<file path="src/rtl/mfc_pkg.sv">
package mfc_pkg;

  localparam int FT_W  = 3;
  localparam int AT_W  = 3;
  localparam int LV_W  = 2;
  localparam int ERR_W = 5;

  // Packed status word, MSB first; bit positions are decoded by software.
  typedef struct packed {
    logic [1:0]      par;   // 14:13 parity code
    logic            unc;   // 12 uncorrectable
    logic            tmo;   // 11 timeout
    logic            bus;   // 10 bus error
    logic [LV_W-1:0] lvl;   // 9:8 table level
    logic [AT_W-1:0] acc;   // 7:5 access type
    logic [FT_W-1:0] ftype; // 4:2 fault type
    logic            fav;   // 1 address valid
    logic            ow;    // 0 overwritten
  } mfc_stat_t;

  localparam int STAT_W  = $bits(mfc_stat_t);
  localparam int ERR_LSB = 10;
  localparam int ERR_MSB = ERR_LSB + ERR_W - 1;
  localparam int FT_LSB  = 2;
  localparam int FT_MSB  = FT_LSB + FT_W - 1;

endpackage

</file>
<file path="src/rtl/mfc_rst_sync.sv">
module mfc_rst_sync (
  input  logic clk,
  input  logic rst_n,
  output logic rst_sn
);
  logic [1:0] sync_q;

  always_ff @(posedge clk or negedge rst_n) begin
    if (!rst_n) sync_q <= 2'b00;
    else        sync_q <= {sync_q[0], 1'b1};
  end

  assign rst_sn = sync_q[1];
endmodule

</file>
<file path="src/rtl/mfc_status_next.sv">
module mfc_status_next
  import mfc_pkg::*;
(
  input  mfc_stat_t        cur,
  input  logic             pend,
  input  logic             evt_valid,
  input  logic [FT_W-1:0]  evt_ftype,
  input  logic [AT_W-1:0]  evt_atype,
  input  logic [LV_W-1:0]  evt_level,
  input  logic [ERR_W-1:0] evt_err,
  input  logic             evt_addr_vld,
  input  logic             rd_clr,
  output mfc_stat_t        nxt,
  output logic             nxt_pend,
  output logic             upd
);
  mfc_stat_t base;
  logic      base_pend;

  always_comb begin
    // A status read empties the word before a same-cycle event is merged.
    base      = rd_clr ? '0   : cur;
    base_pend = rd_clr ? 1'b0 : pend;
    nxt       = base;
    nxt_pend  = base_pend;
    if (evt_valid) begin
      nxt.ftype = evt_ftype;
      nxt.acc   = evt_atype;
      nxt.lvl   = evt_level;
      {nxt.par, nxt.unc, nxt.tmo, nxt.bus} =
        {base.par, base.unc, base.tmo, base.bus} | evt_err;
      nxt.fav   = base.fav | evt_addr_vld;
      nxt.ow    = base.ow | base_pend;
      nxt_pend  = 1'b1;
    end
    upd = evt_valid | rd_clr;
  end
endmodule

</file>
<file path="src/rtl/mfc_addr_reg.sv">
module mfc_addr_reg #(
  parameter int AW = 32
) (
  input  logic          clk,
  input  logic          rst_sn,
  input  logic          load,
  input  logic [AW-1:0] d,
  output logic [AW-1:0] q
);
  logic [AW-1:0] q_nxt;

  always_comb q_nxt = load ? d : q;

  always_ff @(posedge clk or negedge rst_sn) begin
    if (!rst_sn) q <= '0;
    else         q <= q_nxt;
  end
endmodule

</file>
<file path="src/rtl/mmu_fault_capture.sv">
module mmu_fault_capture
  import mfc_pkg::*;
#(
  parameter int AW = 32,
  parameter int DW = 32
) (
  input  logic             clk,
  input  logic             rst_n,
  input  logic             evt_valid,
  input  logic [FT_W-1:0]  evt_ftype,
  input  logic [AT_W-1:0]  evt_atype,
  input  logic [LV_W-1:0]  evt_level,
  input  logic [ERR_W-1:0] evt_err,
  input  logic             evt_addr_vld,
  input  logic [AW-1:0]    evt_addr,
  input  logic             reg_rd,
  input  logic             reg_sel,
  output logic [DW-1:0]    rd_data
);
  localparam int PAD_W = DW - STAT_W;

  logic      rst_sn;
  mfc_stat_t stat_q, stat_nxt;
  logic      pend_q, pend_nxt;
  logic      stat_upd;
  logic      rd_clr;
  logic      addr_load;
  logic [AW-1:0] addr_q;
  logic [DW-1:0] addr_view;

  mfc_rst_sync u_rst (
    .clk    (clk),
    .rst_n  (rst_n),
    .rst_sn (rst_sn)
  );

  assign rd_clr    = reg_rd & ~reg_sel;
  assign addr_load = evt_valid & evt_addr_vld;

  mfc_status_next u_next (
    .cur          (stat_q),
    .pend         (pend_q),
    .evt_valid    (evt_valid),
    .evt_ftype    (evt_ftype),
    .evt_atype    (evt_atype),
    .evt_level    (evt_level),
    .evt_err      (evt_err),
    .evt_addr_vld (evt_addr_vld),
    .rd_clr       (rd_clr),
    .nxt          (stat_nxt),
    .nxt_pend     (pend_nxt),
    .upd          (stat_upd)
  );

  always_ff @(posedge clk or negedge rst_sn) begin
    if (!rst_sn) begin
      stat_q <= '0;
      pend_q <= 1'b0;
    end else if (stat_upd) begin
      stat_q <= stat_nxt;
      pend_q <= pend_nxt;
    end
  end

  mfc_addr_reg #(.AW(AW)) u_addr (
    .clk    (clk),
    .rst_sn (rst_sn),
    .load   (addr_load),
    .d      (evt_addr),
    .q      (addr_q)
  );

  generate
    if (AW >= DW) begin : g_addr_trunc
      assign addr_view = addr_q[DW-1:0];
    end else begin : g_addr_ext
      assign addr_view = {{(DW-AW){1'b0}}, addr_q};
    end
  endgenerate

  always_comb begin
    if (reg_sel) rd_data = addr_view;
    else         rd_data = {{PAD_W{1'b0}}, stat_q};
  end
endmodule

</file>
<file path="config.mk">
export PLATFORM = sky130hd
export DESIGN_NAME = mmu_fault_capture
export DESIGN_NICKNAME = d
export VERILOG_FILES = /design/src/rtl/mfc_pkg.sv /design/src/rtl/mfc_rst_sync.sv /design/src/rtl/mfc_status_next.sv /design/src/rtl/mfc_addr_reg.sv /design/src/rtl/mmu_fault_capture.sv
export SDC_FILE = /design/constraint.sdc
export NUM_CORES = 1
export LEC_CHECK = 0
export ABC_AREA = 1
export BUFFER_PORTS_ARGS = -buffer_cell sky130_fd_sc_hd__buf_4
export CORE_MARGIN = 4
export CORE_UTILIZATION = 50
export CTS_BUF_LIST = sky130_fd_sc_hd__clkbuf_16
export DETAILED_ROUTE_END_ITERATION = 10
export PLACE_DENSITY = 0.84
export SLEW_MARGIN = 20
export SYNTH_ARGS = -nofsm -noshare
export SYNTH_HDL_FRONTEND = slang
export SYNTH_SLANG_ARGS = --single-unit
</file>
<file path="constraint.sdc">
create_clock -name clk -period 2.5 [get_ports clk]
set_clock_uncertainty 0.2 [all_clocks]
set_input_delay 0.5 -clock clk [delete_from_list [all_inputs] [get_ports clk]]
set_output_delay 0.5 -clock clk [all_outputs]
set_load 0.02 [all_outputs]
</file>
**After elaboration in Yosys (flattened, before gate mapping)**

Cells that the tools add are included.

- Bitwise operators: 7
- Reduce and logical (&&, ||, !) cells: 2
- Mux-type cells: 5

Operators by type and width:

| cell | number |
|---|---|
| $mux W32 | 1 |
| $mux W15 | 2 |
| $or A5 B5 Y5 | 1 |
| $or A1 B1 Y1 | 3 |
| $and A1 B1 Y1 | 2 |
| $mux W1 | 2 |
| $reduce_and A2 Y1 | 1 |
| $reduce_bool A2 Y1 | 1 |
| $not A1 Y1 | 1 |

- Output and inout bits: 32
- Flip-flop bits (word level): 50
- Input bits: 51

**Logic depth before layout (Yosys ltp)**

Gate-level depths: netlist (run 1).

- Depth after elaboration: 5
- Depth in mapped cells: 6
- Depth with buffers taken out: 4

**Hierarchy**

Synthesis (run 1) repeated with hierarchy kept, for this count alone.

- Cells, all modules: 349
- Area total of the unflattened synthesis: 2586.2 sq um

By module, submodules not included:

| module | seq. area each (sq um) | instances | cells each | area each (sq um) |
|---|---|---|---|---|
| mfc_addr_reg | 800.8 | 1 | 136 | 1292.5 |
| mmu_fault_capture | 400.4 | 1 | 157 | 1008.5 |
| mfc_status_next | 0.0 | 1 | 53 | 231.5 |
| mfc_rst_sync | 50.0 | 1 | 3 | 53.8 |

**Least setup slack after synthesis (run 1)**

No wires, ideal clock.

- Path kind: input to output
- Start: in reg_sel
- End: out rd_data[0]
- Slack: 0.661 ns
- Stages on the path: 2
- Path buffers: 1
- Data required time: 1.800 ns
- Arrival time: 1.139 ns
- Cell sequence: buf_4 -> o21ai_0

- Cells in the longest elaborated chain, start to end: 1

RTL lines:

| element | line | source |
|---|---|---|
| start, declared | mmu_fault_capture.sv:17 | `input logic reg_sel,` |
| $mux W32 | mmu_fault_capture.sv:82 | `if (reg_sel) rd_data = addr_view;` |
| end, declared | mmu_fault_capture.sv:18 | `output logic [DW-1:0] rd_data` |

Every way passes these cells.

**Final worst setup path (run 1)**

- Start: in reg_sel
- End: out rd_data[8]

Same word-level chain as after synthesis.

==> key figures, run 1 <==
Placement
  • Post-DP HPWL: 3.86 mm
  • Port Buffers: 82
  • Place WS: 516 ps
  • Final GP Congestion: 0.781

Synth
  • Synth warnings: 0
  • Average size of a mapped cell: 7.75 um2
  • Yosys reg bits: 50
  • Syn nets: 346
  • Seq/Total Area, Yosys: 54.7%
  • Post-Syn Instances: 295
  • Post-Syn Area: 0.00229 mm2
  • Cell variety after synth: 13

Power
  • PwrDens: 689 mW/mm2
  • Peak supply drop: 0.000473 V
  • Total Power: 2.10 mW
  • P_leak: 1.85 nW

STA
  • Fmax: 0.505 GHz
  • Fin worst setup slack: 519 ps
  • Tmin final: 1980 ps
  • Rel. slew slack: 61.0%
  • Fin. max-slew vios: 0
  • Fin crit share: 79.3%
  • Hold Fails Final Rpt: 0
  • Worst slew pin tran: 583 ps
  • RSZ-0062 raised after global routing: no
  • Final TNS setup: 0 ps
  • Final setup vio count: 0

Floorplanning
  • Die H: 75.6 um
  • DIE WIDTH: 75.6 um
  • Core Area: 0.00438 mm2
  • Die Area: 0.00572 mm2
  • Rows: 24
  • Starting Density: 52.1%
  • IO Count: 83

Finish
  • Area grow syn2layout: 33.5%
  • Share of cells above drive strength 1: 25.8%
  • Most frequent cells in the layout: 162 x nand2_1, 86 x buf_4, 49 x dfrtp_1, 40 x nand3_1, 20 x inv_1
  • Diode count: 0
  • Final #Nets: 422
  • Commonest non-fill, non-tap cell in the layout: nand2_1

Clock network
  • Clock latency on the worst-skew pair: 280 ps
  • Clock buffer depth: 2
  • H-tree depth: 2
  • Post-CTS Repair Setup Buffers: 0
  • Clock sink total: 50
  • Worst-path clk slew: 70 ps
  • Total CTS buffers: 5
  • Root Buffer Master: clkbuf_16
  • CTS tree: done

GRT
  • Vias in the first global route: 1973
  • Total gr overflow: 0
  • Initial antenna violation count: 0
  • Pin count of the biggest net entering global routing: 36
  • First-pass GRT wire length: 8.82 mm
  • Total GRT Usage: 20.4%

Detailed routing
  • Residual DRC count: 0
  • DRT iter0 DRCs: 163
  • ANT nets after route: 0
  • Final WL: 5.37 mm
  • Vias: 2063
  • Vias per std cell: 4.87
  • Detailed Routing Iterations Pass 1: 4
  • Routed len/inst: 12.7 um

Critical path
  • WS Path Type: input port to primary output
  • WP data arrival: 1280 ps
  • Bufs and invs on worst path: 3
  • R2r endpoint: stat_q[2]
  • Max incr delay on CP: 310 ps
  • Critical-path top delay cell: buf_4
  • Crit path max fanout: 34
  • Crit Reg-Reg Startpoint: u_rst.sync_q[1]
  • Delay-heaviest family, CP: buffers and inverters
  • Startpoint types: input port
  • Critical Path RT: 1800 ps
  • Critical Path Sink Type: primary output
  • CP Cell Sequence: buf_4 > inv_4 > nand2_1 > nand2_1 > buf_4
  • Worst reg2reg path depth: 1
  • Worst R2R Setup Slack: 1480 ps

Min path
  • Hold WC Path Type: register to asynchronous set/reset pin

Run status
  • Status: finished, final reports clean

Flow run
  • Max cap viols: 0
==> report_power, final <==
group	internal, mW	leakage, nW	switching (mW)
clock network	0.465	0.0826	0.272
logic	0.181	1.16	0.230
registers	0.900	0.607	0.0544
==> worst max path at each step <==
stage                  from          end  slack [ps]  depth (start not counted)
CTS                 reg_sel   rd_data[8]         510                          5
detailed placement  reg_sel   rd_data[8]         520                          5
global route        reg_sel   rd_data[9]         430                          5
finish              reg_sel   rd_data[8]         520                          5
floorplan           reg_sel   rd_data[0]         660                          2
global placement    reg_sel  rd_data[12]         520                          5
==> layer usage <==
metal  up-vias  global-route usage [%]  share of wire [%]  routed length [um]
met5         -                       0                  0                   0
met4         0                    7.38                1.9                 101
met3         6                    4.09                6.4                 341
met2        65                    36.1                 52                2810
met1       946                    24.5                 39                2110
li1       1046                       -                  -                   -
==> layout make-up <==
type / count / area, um2
clock buffer: 5 / 125
clock inverter: 3 / 37.5
fill: 380 / 1330
inverter: 21 / 81.3
multi-input combinational: 206 / 835
sequential: 50 / 1250
tap: 52 / 65.1
timing repair buffer: 87 / 656
==> registers in the layout (all words and copies together) (netlist names) <==
| register | cells |
|---|---|
| u_addr.q | 32 |
| stat_q | 15 |
| u_rst.sync_q | 2 |
| pend_q | 1 |
==> stage by stage <==
stage,hold slack (ps),cell area [um2],instances,utilization (%)
after detailed placement,49.0,2880,415,65.7
after global placement,37.9,2880,415,65.7
after floorplan,4.41,2290,295,-
after CTS,54.6,3050,424,69.6
after global routing,85.4,3050,424,69.6
final,34.2,3050,424,69.6
==> kinds of logic after synthesis <==
family                 count (synthesis)  synth area share (%)
and+or+nand+nor                      204                  36.1
DFF                                   50                  54.7
buffers and inverters                 39                  8.76
AOI/OAI and AO/OA                      1                 0.219
other                                  1                 0.164
==> Yosys cell counts <==
master	n	share of area, %
nand2_1	162	27
buf_4	4	1.3
dfrtp_1	50	55
nand2_2	1	0.27
clkinv_1	1	0.16
o21ai_0	1	0.22
inv_1	19	3.1
nand3_1	40	8.8
buf_2	11	2.4
conb_1	1	0.16
buf_6	3	1.5
nand2_4	1	0.49
inv_4	1	0.27
==> timing repair <==
action	CTS	global route
resized for setup	0	0
hold endpoints to repair	2	0
hold buffers	1	0
(Power assumes the default switching activity.)
==> run 2, diff against run 1 <==
--- a/config.mk
+++ b/config.mk
@@ -8,10 +8,10 @@
 export ABC_AREA = 1
 export BUFFER_PORTS_ARGS = -buffer_cell sky130_fd_sc_hd__buf_4
 export CORE_MARGIN = 4
-export CORE_UTILIZATION = 50
+export CORE_UTILIZATION = 49
 export CTS_BUF_LIST = sky130_fd_sc_hd__clkbuf_16
 export DETAILED_ROUTE_END_ITERATION = 10
-export PLACE_DENSITY = 0.84
+export PLACE_DENSITY = 0.82
 export SLEW_MARGIN = 20
 export SYNTH_ARGS = -nofsm -noshare
 export SYNTH_HDL_FRONTEND = slang
==> constraint.sdc (replaced) <==
create_clock -name clk -period 1.97 [get_ports clk]
set_clock_uncertainty 0.2 [all_clocks]
set_input_delay 0.394 -clock clk [delete_from_list [all_inputs] [get_ports clk]]
set_output_delay 0.394 -clock clk [all_outputs]
set_load 0.02 [all_outputs]
==> key figures, run 2 (same netlist as run 1, synthesis figures left out) <==
Clock network
  • CTS tree: done
  • Worst-path clk slew: 60 ps
  • Post-cts gate resize count: 0
  • Total CTS buffers: 5
  • Clock latency on the worst-skew pair: 280 ps
  • Clock buffer depth: 2
  • Root Buffer Master: clkbuf_16
  • H-tree depth: 2
  • Clock sink total: 50

Critical path
  • Bufs and invs on worst path: 4
  • WS Path Type: input port to primary output
  • Startpoint types: input port
  • WP data arrival: 1140 ps
  • Crit path max fanout: 18
  • CP Cell Sequence: buf_4 > buf_4 > nand2_1 > inv_1 > buf_4
  • Worst R2R Setup Slack: 500 ps
  • Delay-heaviest family, CP: buffers and inverters
  • Critical Path Sink Type: primary output
  • Critical-path top delay cell: buf_4
  • CP most frequent cell: buf_4
  • Critical Path RT: 1380 ps
  • Max incr delay on CP: 260 ps

STA
  • RSZ-0062 raised after global routing: no
  • Fin crit share: 87.9%
  • Final setup vio count: 0
  • Fin. max-slew vios: 0
  • Tmin final: 1730 ps
  • Hold Fails Final Rpt: 0
  • Rel. slew slack: 58.8%
  • Worst slew pin tran: 615 ps
  • Final hold slack: 50.1 ps
  • Final TNS setup: 0 ps
  • Fin worst setup slack: 239 ps
  • Fmax: 0.578 GHz

Placement
  • Port Buffers: 82
  • Final GP Congestion: 0.805
  • Post-DP HPWL: 4.05 mm
  • Place WS: 238 ps

Floorplanning
  • Starting Density: 51.4%
  • Die H: 76.3 um
  • DIE WIDTH: 76.3 um
  • IO Count: 83
  • Rows: 24
  • Core Area: 0.00444 mm2
  • Die Area: 0.00582 mm2

Finish
  • FILL cells: 368
  • Reg with most FFs: u_addr.q
  • Final #Nets: 423
  • Max reg flops: 32
  • Area of the multi-input gates: 835 um2
  • Register area: 0.00125 mm2
  • Largest regs: u_addr.q x32, stat_q x15, u_rst.sync_q x2
  • Area grow syn2layout: 33.4%
  • Share of cells above drive strength 1: 26.0%
  • Commonest non-fill, non-tap cell in the layout: nand2_1
  • Final core utilization: 68.6%
  • Diode count: 0
  • Most frequent cells in the layout: 162 x nand2_1, 85 x buf_4, 49 x dfrtp_1, 40 x nand3_1, 20 x inv_1

Power
  • Total Power: 2.55 mW
  • P_leak: 1.85 nW
  • PwrDens: 836 mW/mm2
  • Peak supply drop: 0.000523 V

Detailed routing
  • Routed len/inst: 13.1 um
  • Residual DRC count: 0
  • ANT nets after route: 0
  • Final WL: 5.58 mm
  • DRT iter0 DRCs: 238
  • Vias per std cell: 4.92
  • Detailed Routing Iterations Pass 1: 4
  • Vias: 2089

GRT
  • First-pass GRT wire length: 9.77 mm
  • Pin count of the biggest net entering global routing: 35
  • Initial antenna violation count: 0
  • Vias in the first global route: 2133
  • Total GRT Usage: 20.7%
  • Total gr overflow: 0

Run status
  • Status: finished, final reports clean

Min path
  • Hold WC Path Type: register to asynchronous set/reset pin

Flow run
  • Max cap viols: 0
[run 2: cell types whose count changed in the layout (fill, tap and decap cells not counted)]
cell	before	now
dlygate4sd3_1	1	2
buf_12	0	1
clkinv_2	0	2
clkinv_1	2	1
buf_4	86	85
bufinv_16	1	0
[run 2: per-layer routing]
layer  track usage (%)  up-vias  routed length, um
met5                 0        -                  0
met4              8.33        0                101
met3              4.85       11                377
met2              36.8       75               2870
met1              23.9      957               2240
li1                  -     1046                  -
[run 2: what timing repair did]
item,in CTS,in global routing
buffers inserted,0,0
hold buffers,2,0
hold endpoints to repair,16,0
[run 2: cell type report]
type	count	area share, %
clock inverter	3	0.451
multi-input combinational	206	27.4
inverter	21	2.67
clock buffer	5	4.10
tap	52	2.13
timing repair buffer	88	22.2
sequential	50	41.1
[run 2: path summary, 6_finish.rpt]
| check | start | end | cells past startpoint |
|---|---|---|---|
| max | reg_sel | rd_data[30] | 5 |
| min | u_rst.sync_q[1] | u_addr.q[5] | 1 |
| max reg2reg | u_rst.sync_q[1] | u_addr.q[16] | 1 |
| min reg2reg | u_rst.sync_q[1] | u_addr.q[5] | 1 |
| min in group clk | evt_err[3] | stat_q[13] | 3 |
| max in group asynchronous | u_rst.sync_q[1] | u_addr.q[16] | 1 |
[run 2: power breakdown]
part / internal [mW] / switching, mW / total (mW)
Clock: 0.461 / 0.345 / 0.806
Combinational: 0.234 / 0.302 / 0.537
Sequential: 1.14 / 0.0631 / 1.21
[run 2: stage by stage]
stage          cell area (um2)  std cells
3_5_place_dp              2890        415
3_3_place_gp              2890        415
6_report                  3050        425
4_1_cts                   3050        425
5_1_grt                   3050        425
2_1_floorplan             2290        295
